===== src/rtl/fcg_pkg.sv =====
package fcg_pkg;
  localparam logic [7:0] OP_WREN  = 8'h06;
  localparam logic [7:0] OP_WRDI  = 8'h04;
  localparam logic [7:0] OP_WAKE  = 8'hAB;
  localparam logic [7:0] OP_WRSR  = 8'h01;
  localparam logic [7:0] OP_PP    = 8'h02;
  localparam logic [7:0] OP_QPP   = 8'h32;
  localparam logic [7:0] OP_SE    = 8'h20;
  localparam logic [7:0] OP_BE    = 8'hD8;
  localparam logic [7:0] OP_CE_A  = 8'hC7;
  localparam logic [7:0] OP_CE_B  = 8'h60;
  localparam logic [7:0] OP_SECER = 8'h44;
  localparam logic [7:0] OP_SECPG = 8'h42;
  localparam logic [7:0] OP_QRD_A = 8'h6B;
  localparam logic [7:0] OP_QRD_B = 8'hEB;
  localparam logic [7:0] OP_QRD_C = 8'hE7;

  // strobes from the control half to the register half
  typedef struct packed {
    logic accept;
    logic deny;
    logic setWel;
    logic clrWel;
    logic armClear;
    logic quadStart;
    logic lockLoad;
    logic lockVal;
  } gateStbT;

  function automatic logic isModifyOp(input logic [7:0] op);
    return op inside {OP_WRSR, OP_PP, OP_QPP, OP_SE, OP_BE, OP_CE_A, OP_CE_B,
                      OP_SECER, OP_SECPG};
  endfunction

  function automatic logic isQuadOp(input logic [7:0] op);
    return op inside {OP_QRD_A, OP_QRD_B, OP_QRD_C, OP_QPP};
  endfunction

  function automatic logic isAddrWriteOp(input logic [7:0] op);
    return op inside {OP_PP, OP_QPP, OP_SE, OP_BE};
  endfunction

  function automatic logic isChipEraseOp(input logic [7:0] op);
    return op inside {OP_CE_A, OP_CE_B};
  endfunction
endpackage


===== src/rtl/fcg_prot_cmp.sv =====
module fcg_prot_cmp #(
  parameter int ADDR_W = 18
) (
  input  logic [4:0]        bpField,
  input  logic [ADDR_W-1:0] addr,
  output logic              addrHit,
  output logic              anyHit
);
  localparam int BASE_SH = ADDR_W - 7;
  localparam logic [ADDR_W:0] TOTAL = (ADDR_W+1)'(1) << ADDR_W;

  logic [2:0]      sizeSel;
  logic [ADDR_W:0] regionSize;
  logic [ADDR_W:0] wideAddr;
  logic            inBase;

  assign sizeSel    = bpField[2:0];
  assign regionSize = (ADDR_W+1)'(1) << (BASE_SH + int'(sizeSel));
  assign wideAddr   = {1'b0, addr};

  always_comb begin
    if (sizeSel == 3'd0)      inBase = 1'b0;
    else if (sizeSel == 3'd7) inBase = 1'b1;
    else if (bpField[3])      inBase = wideAddr < regionSize;
    else                      inBase = wideAddr >= (TOTAL - regionSize);
  end

  assign addrHit = inBase ^ bpField[4];
  assign anyHit  = !(((sizeSel == 3'd0) && !bpField[4]) ||
                     ((sizeSel == 3'd7) &&  bpField[4]));
endmodule


===== src/rtl/fcg_ctrl.sv =====
module fcg_ctrl
  import fcg_pkg::*;
#(
  parameter int ADDR_W = 18
) (
  input  logic              cmdValid,
  input  logic [7:0]        cmdOpcode,
  input  logic [ADDR_W-1:0] cmdAddr,
  input  logic [4:0]        bpField,
  input  logic              quadEnable,
  input  logic              wpN,
  input  logic              dpdActive,
  input  logic              welNow,
  output gateStbT           gateStb
);
  logic addrHit, anyHit, protHit;
  logic pass, protDeny;

  fcg_prot_cmp #(.ADDR_W(ADDR_W)) prot_i (
    .bpField (bpField),
    .addr    (cmdAddr),
    .addrHit (addrHit),
    .anyHit  (anyHit)
  );

  assign protHit = (isAddrWriteOp(cmdOpcode) && addrHit) ||
                   (isChipEraseOp(cmdOpcode) && anyHit);

  // ordered decision: power state, quad enable, latch, protection
  always_comb begin
    pass     = 1'b1;
    protDeny = 1'b0;
    if (dpdActive)                                 pass = (cmdOpcode == OP_WAKE);
    else if (isQuadOp(cmdOpcode) && !quadEnable)   pass = 1'b0;
    else if (isModifyOp(cmdOpcode) && !welNow)     pass = 1'b0;
    else if (protHit) begin
      pass     = 1'b0;
      protDeny = 1'b1;
    end
  end

  always_comb begin
    gateStb           = '0;
    gateStb.accept    = cmdValid && pass;
    gateStb.deny      = cmdValid && !pass;
    gateStb.setWel    = gateStb.accept && (cmdOpcode == OP_WREN);
    gateStb.clrWel    = (gateStb.accept && (cmdOpcode == OP_WRDI)) ||
                        (gateStb.deny && protDeny);
    gateStb.armClear  = gateStb.accept && isModifyOp(cmdOpcode);
    gateStb.quadStart = gateStb.accept && isQuadOp(cmdOpcode);
    gateStb.lockLoad  = gateStb.accept && (cmdOpcode == OP_WRSR);
    gateStb.lockVal   = !wpN;
  end
endmodule


===== src/rtl/fcg_datapath.sv =====
module fcg_datapath
  import fcg_pkg::*;
#(
  parameter int QUAD_PINS = 4
) (
  input  logic                 clk,
  input  logic                 rstN,
  input  gateStbT              gateStb,
  input  logic                 execDone,
  output logic                 execGo,
  output logic                 execDeny,
  output logic                 welState,
  output logic [QUAD_PINS-1:0] quadRoles,
  output logic                 srFieldLock
);
  logic welQ, pendQ, quadQ, lockQ, goQ, denyQ;

  always_ff @(posedge clk) begin
    if (!rstN) begin
      welQ  <= 1'b0;
      pendQ <= 1'b0;
      quadQ <= 1'b0;
      lockQ <= 1'b0;
      goQ   <= 1'b0;
      denyQ <= 1'b0;
    end else begin
      goQ   <= gateStb.accept;
      denyQ <= gateStb.deny;
      if (gateStb.setWel)              welQ <= 1'b1;
      else if (gateStb.clrWel)         welQ <= 1'b0;
      else if (execDone && pendQ)      welQ <= 1'b0;
      if (gateStb.armClear)            pendQ <= 1'b1;
      else if (execDone || gateStb.setWel) pendQ <= 1'b0;
      if (gateStb.quadStart)           quadQ <= 1'b1;
      else if (execDone)               quadQ <= 1'b0;
      if (gateStb.lockLoad)            lockQ <= gateStb.lockVal;
    end
  end

  for (genvar p = 0; p < QUAD_PINS; p++) begin : g_pinRole
    assign quadRoles[p] = quadQ;
  end

  assign execGo      = goQ;
  assign execDeny    = denyQ;
  assign welState    = welQ;
  assign srFieldLock = lockQ;


  one_outcome_chk: assert property (@(posedge clk) disable iff (!rstN)
    !(execGo && execDeny));


  wel_drop_chk: assert property (@(posedge clk) disable iff (!rstN)
    execDone && pendQ && !gateStb.setWel && !gateStb.armClear |=> !welState);


  wel_win_chk: assert property (@(posedge clk) disable iff (!rstN)
    gateStb.setWel |=> welState && !pendQ);
endmodule


===== src/rtl/flash_cmd_gate.sv =====
module flash_cmd_gate
  import fcg_pkg::*;
#(
  parameter int ADDR_W    = 18,
  parameter int QUAD_PINS = 4
) (
  input  logic                 clk,
  input  logic                 rstN,
  input  logic                 cmdValid,
  input  logic [7:0]           cmdOpcode,
  input  logic [ADDR_W-1:0]    cmdAddr,
  input  logic [4:0]           bpField,
  input  logic                 quadEnable,
  input  logic                 wpN,
  input  logic                 dpdActive,
  input  logic                 execDone,
  output logic                 execGo,
  output logic                 execDeny,
  output logic                 welState,
  output logic [QUAD_PINS-1:0] quadRoles,
  output logic                 srFieldLock
);
  gateStbT gateStb;

  fcg_ctrl #(.ADDR_W(ADDR_W)) ctrl_i (
    .cmdValid   (cmdValid),
    .cmdOpcode  (cmdOpcode),
    .cmdAddr    (cmdAddr),
    .bpField    (bpField),
    .quadEnable (quadEnable),
    .wpN        (wpN),
    .dpdActive  (dpdActive),
    .welNow     (welState),
    .gateStb    (gateStb)
  );

  fcg_datapath #(.QUAD_PINS(QUAD_PINS)) dp_i (
    .clk         (clk),
    .rstN        (rstN),
    .gateStb     (gateStb),
    .execDone    (execDone),
    .execGo      (execGo),
    .execDeny    (execDeny),
    .welState    (welState),
    .quadRoles   (quadRoles),
    .srFieldLock (srFieldLock)
  );


  wren_sets_chk: assert property (@(posedge clk) disable iff (!rstN)
    cmdValid && (cmdOpcode == OP_WREN) && !dpdActive |=> welState && execGo);


  wel_gate_chk: assert property (@(posedge clk) disable iff (!rstN)
    cmdValid && !welState && isModifyOp(cmdOpcode) |=> execDeny);


  quad_gate_chk: assert property (@(posedge clk) disable iff (!rstN)
    cmdValid && !quadEnable && isQuadOp(cmdOpcode) |=> execDeny);


  dpd_pass_chk: assert property (@(posedge clk) disable iff (!rstN)
    cmdValid && dpdActive && (cmdOpcode != OP_WAKE) |=> execDeny && $stable(welState));


  no_spurious_chk: assert property (@(posedge clk) disable iff (!rstN)
    !cmdValid |=> !execGo && !execDeny);
endmodule


===== config.mk =====
export PLATFORM = sky130hd
export DESIGN_NAME = flash_cmd_gate
export DESIGN_NICKNAME = d
export VERILOG_FILES = /design/src/rtl/fcg_pkg.sv /design/src/rtl/fcg_prot_cmp.sv /design/src/rtl/fcg_ctrl.sv /design/src/rtl/fcg_datapath.sv /design/src/rtl/flash_cmd_gate.sv
export SDC_FILE = /design/constraint.sdc
export NUM_CORES = 1
export LEC_CHECK = 0
export ABC_AREA = 1
export BUFFER_PORTS_ARGS = -buffer_cell sky130_fd_sc_hd__buf_4
export CAP_MARGIN = 0
export CORE_MARGIN = 4
export CORE_UTILIZATION = 40
export DETAILED_ROUTE_END_ITERATION = 10
export PLACE_DENSITY = 0.75
export SLEW_MARGIN = 20
export SYNTH_ARGS = -nofsm -noshare
export SYNTH_HDL_FRONTEND = slang
export SYNTH_SLANG_ARGS = --single-unit

===== constraint.sdc =====
create_clock -name clk -period 4.3 [get_ports clk]
set_input_delay 0.86 -clock clk [delete_from_list [all_inputs] [get_ports clk]]
set_output_delay 0.86 -clock clk [all_outputs]
set_load 0.03 [all_outputs]

==> metrics list <==
- Mean instance size in the synthesized netlist: 6.16 µm²
- The tree built by TritonCTS fans out to 6 sinks.
* Hold bufs inserted after CTS: 0
- Critical Path Fanout Max: 6
- Required time at the endpoint of the critical path: 4460 ps
* Clk Tree Root Cell: clkbuf_8
- Dividing the final minimum period by the clock period gives 91.5%.
- The mapped netlist covers 1660 µm².
* Area of the die: 5260 µm²
* Shortest period the worst path allows: 3930 ps
- Using the TritonRoute via totals, the vias-per-cell ratio works out to 5.07.
- Clock insertion delay at the later pin of the skew report: 220 ps
* Pwr per Cell Area: 156 nW/µm²
- Layout overhead on the synthesized area: 28.5%
- Max-cap violations in this run came to 0.
* Endpoints failing setup: 0
* Total number of placement rows: 23
- For the pin with the worst max-slew slack, the measured transition is 661 ps.
* Critical-path top delay cell: ha_1
- Number of vias after detailed routing: 1,851
- Starting density of the core: 41.6%
- Commonest non-fill, non-tap cells in the layout: nand2_1, buf_4, nor2_1, inv_1, ha_1
- After detailed routing, the number of remaining DRC violations is 0.
- Endpoints failing hold: 0
- Num ports: 46
- Post-synthesis instance total: 270
- The worst setup path is launched from a primary input.
- In this run the tool buffered the top-level ports with 45 buffer cells.
- Fmax: 254 MHz
- The critical path in this run is classified as primary input to flop.
- CP max stage delay: 300 ps
- Timing analysis after detailed placement gives a worst setup slack of 79.9 ps.
* Class of the tightest hold or removal check: flop to flop
* Placed wire-length estimate: 3600 µm
- The detailed router finished its first iteration with 59 violations.
- Summing the sequential cell areas from Yosys gives 7.22% of the chip area.
* Max-slew violation count: 0
* DP Cell Count: 362
- Cells with a size suffix above 1 make up 31.1% of the layout.
- CTS tree: done
- Tightest hold margin: 446 ps
* Count of warnings emitted by yosys: 0
- In this run, distinct cell masters in the synthesized netlist total 39.
- Across all setup checks in the final design, the least slack found is 367 ps.
- Critical Path AT: 4090 ps
- IR analysis of the VDD net gives a maximum drop of 0.0000872 V.
- The worst pin sits at a relative slew slack of 55.5%.
- Once layout is complete, the utilization of the core stands at 53.5%.
- Entering global routing, the biggest net connects 11 pins.
- H-Tree Depth: 1
* Final std cells w/o fill: 365
- Across the routed clock network, the largest skew measured is 1.69 ps.
* Core Box Area: 4000 µm²
- Clock-pin slew was measured on the worst setup and hold paths at 40 ps.
* Global route total overflow: 0
- Post-Synthesis Net Count: 332
* Routability-driven placement congestion ratio: 0.998
* Total CTS buffers: 3
* Average wire length per cell after detail routing: 11.4 µm
* Cell type with the highest occurrence count on the critical path: nand2_1
- Summed over all cells, the static leakage comes to 1.06 nW.
- Global-route wire length before repair: 6670 µm
* Result of the run: completed
- Leaving out fill and tap cells, the most frequent cell in the layout is nand2_1.
- #FFs+latches synth: 6
- The number of global-route vias before repair was 1,598.
- The final layout contains 379 nets.
- The number of antenna diodes in the final layout is 0.
* Overall Global Routing Usage: 15.2%
* Number of antenna violations at the first check in global routing: 0
* X dimension of the die: 72.5 µm
- Total Wirelength: 4170 µm
- STA classifies the critical path endpoint as a flop.
- Clock buffer depth: 2
- The pre-antenna-repair detailed-routing pass consisted of 4 iterations.
* Height of the chip: 72.5 µm
- Antenna-violating nets left: 0
[repair_timing]
item | 4_1_cts | 5_1_grt
resized for setup | 0 | 11
endpoints found under the setup margin | 0 | 6
buffers inserted | 0 | 0
[path summary, 6_finish.rpt]
kind | start | endpoint | slack [ps] | depth (start not counted)
max reg2reg | dp_i.welState | dp_i.pendQ | 3090 | 7
min | dp_i.srFieldLock | dp_i.srFieldLock | 450 | 2
min reg2reg | dp_i.srFieldLock | dp_i.srFieldLock | 450 | 2
max | bpField[0] | dp_i.welState | 370 | 33
[state kept, by name, indices dropped and copies added (netlist names)]
| name | flops |
|---|---|
| dp_i.execGo | 1 |
| dp_i.pendQ | 1 |
| dp_i.quadQ | 1 |
| dp_i.welState | 1 |
| dp_i.execDeny | 1 |
| dp_i.srFieldLock | 1 |
[kinds of logic (layout without fill, tap and decap cells)]
| kind of cell | count (synthesis) | count (layout) | share of synthesized area, % |
|---|---|---|---|
| flip-flops | 6 | 6 | 7.22 |
| buffers and inverters | 44 | 89 | 11.2 |
| other | 1 | 1 | 0.225 |
| adder cells (fa/ha/maj) | 24 | 24 | 18.0 |
| XOR/XNOR | 4 | 4 | 2.11 |
| AO/OA/AOI/OAI | 25 | 25 | 11.1 |
| AND/OR/NAND/NOR | 166 | 166 | 50.1 |
[per-stage QoR]
step	area (µm²)	total power, mW	setup TNS [ps]
4_1_cts	2080	0.328	0
6_report	2140	0.333	0
2_1_floorplan	1660	0.179	0
3_3_place_gp	2040	0.238	0
5_1_grt	2140	0.363	-56.3
3_5_place_dp	2040	0.240	0
[worst max-delay path: cells and delay by family]
kind,cells,cell delay (ps)
xor+xnor,1,140
simple gates,25,2040
fa+ha+maj,2,570
buf+inv,4,310
compound gates,1,150
[synthesized netlist by cell type, drive strengths merged]
| library cell | n | area, µm² |
|---|---|---|
| inv | 38 | 145 |
| nand2 | 72 | 318 |
| nor4 | 2 | 12.5 |
| conb | 1 | 3.75 |
| nor3 | 9 | 50.1 |
| a21boi | 2 | 15.0 |
| and3 | 1 | 6.26 |
| o211ai | 2 | 15.0 |
| o21ai | 4 | 31.3 |
| nand4 | 10 | 75.1 |
| a2111oi | 1 | 15.0 |
| xnor2 | 2 | 17.5 |
| nand3 | 28 | 165 |
| clkinv | 1 | 3.75 |
| a21oi | 10 | 53.8 |
| or2 | 1 | 6.26 |
| ha | 24 | 300 |
| o31ai | 2 | 25.0 |
| a211oi | 1 | 7.51 |
| xor2 | 2 | 17.5 |
| nor2 | 41 | 186 |
| o21a | 1 | 7.51 |
| dfxtp | 6 | 120 |
| buf | 5 | 37.5 |
| a21o | 1 | 7.51 |
| o22ai | 1 | 6.26 |
| nor3b | 2 | 15.0 |
[report_power, final]
| part | switching, mW | internal [mW] | leakage, nW | total, mW |
|---|---|---|---|---|
| Sequential | 0.000286 | 0.0570 | 0.0486 | 0.0572 |
| Clock | 0.0251 | 0.0602 | 0.0216 | 0.0853 |
| Combinational | 0.108 | 0.0817 | 0.989 | 0.190 |
| Total | 0.134 | 0.199 | 1.06 | 0.333 |
[per-layer routing]
layer  global-route usage, %  wire length, µm
met1                    20.0             1800
met2                    27.1             2070
met3                    2.08              293
met5                       0                0
met4                    1.84                6
[final cells by class]
cell class / count / area, µm²
fillers: 402 / 1860
multi-input cells: 220 / 1410
repair buffers: 47 / 353
inverters: 39 / 149
flip-flops and latches: 6 / 120
well taps: 50 / 62.6
clock buffers: 3 / 41.3
No activity file was read; power rests on OpenSTA's default activity.
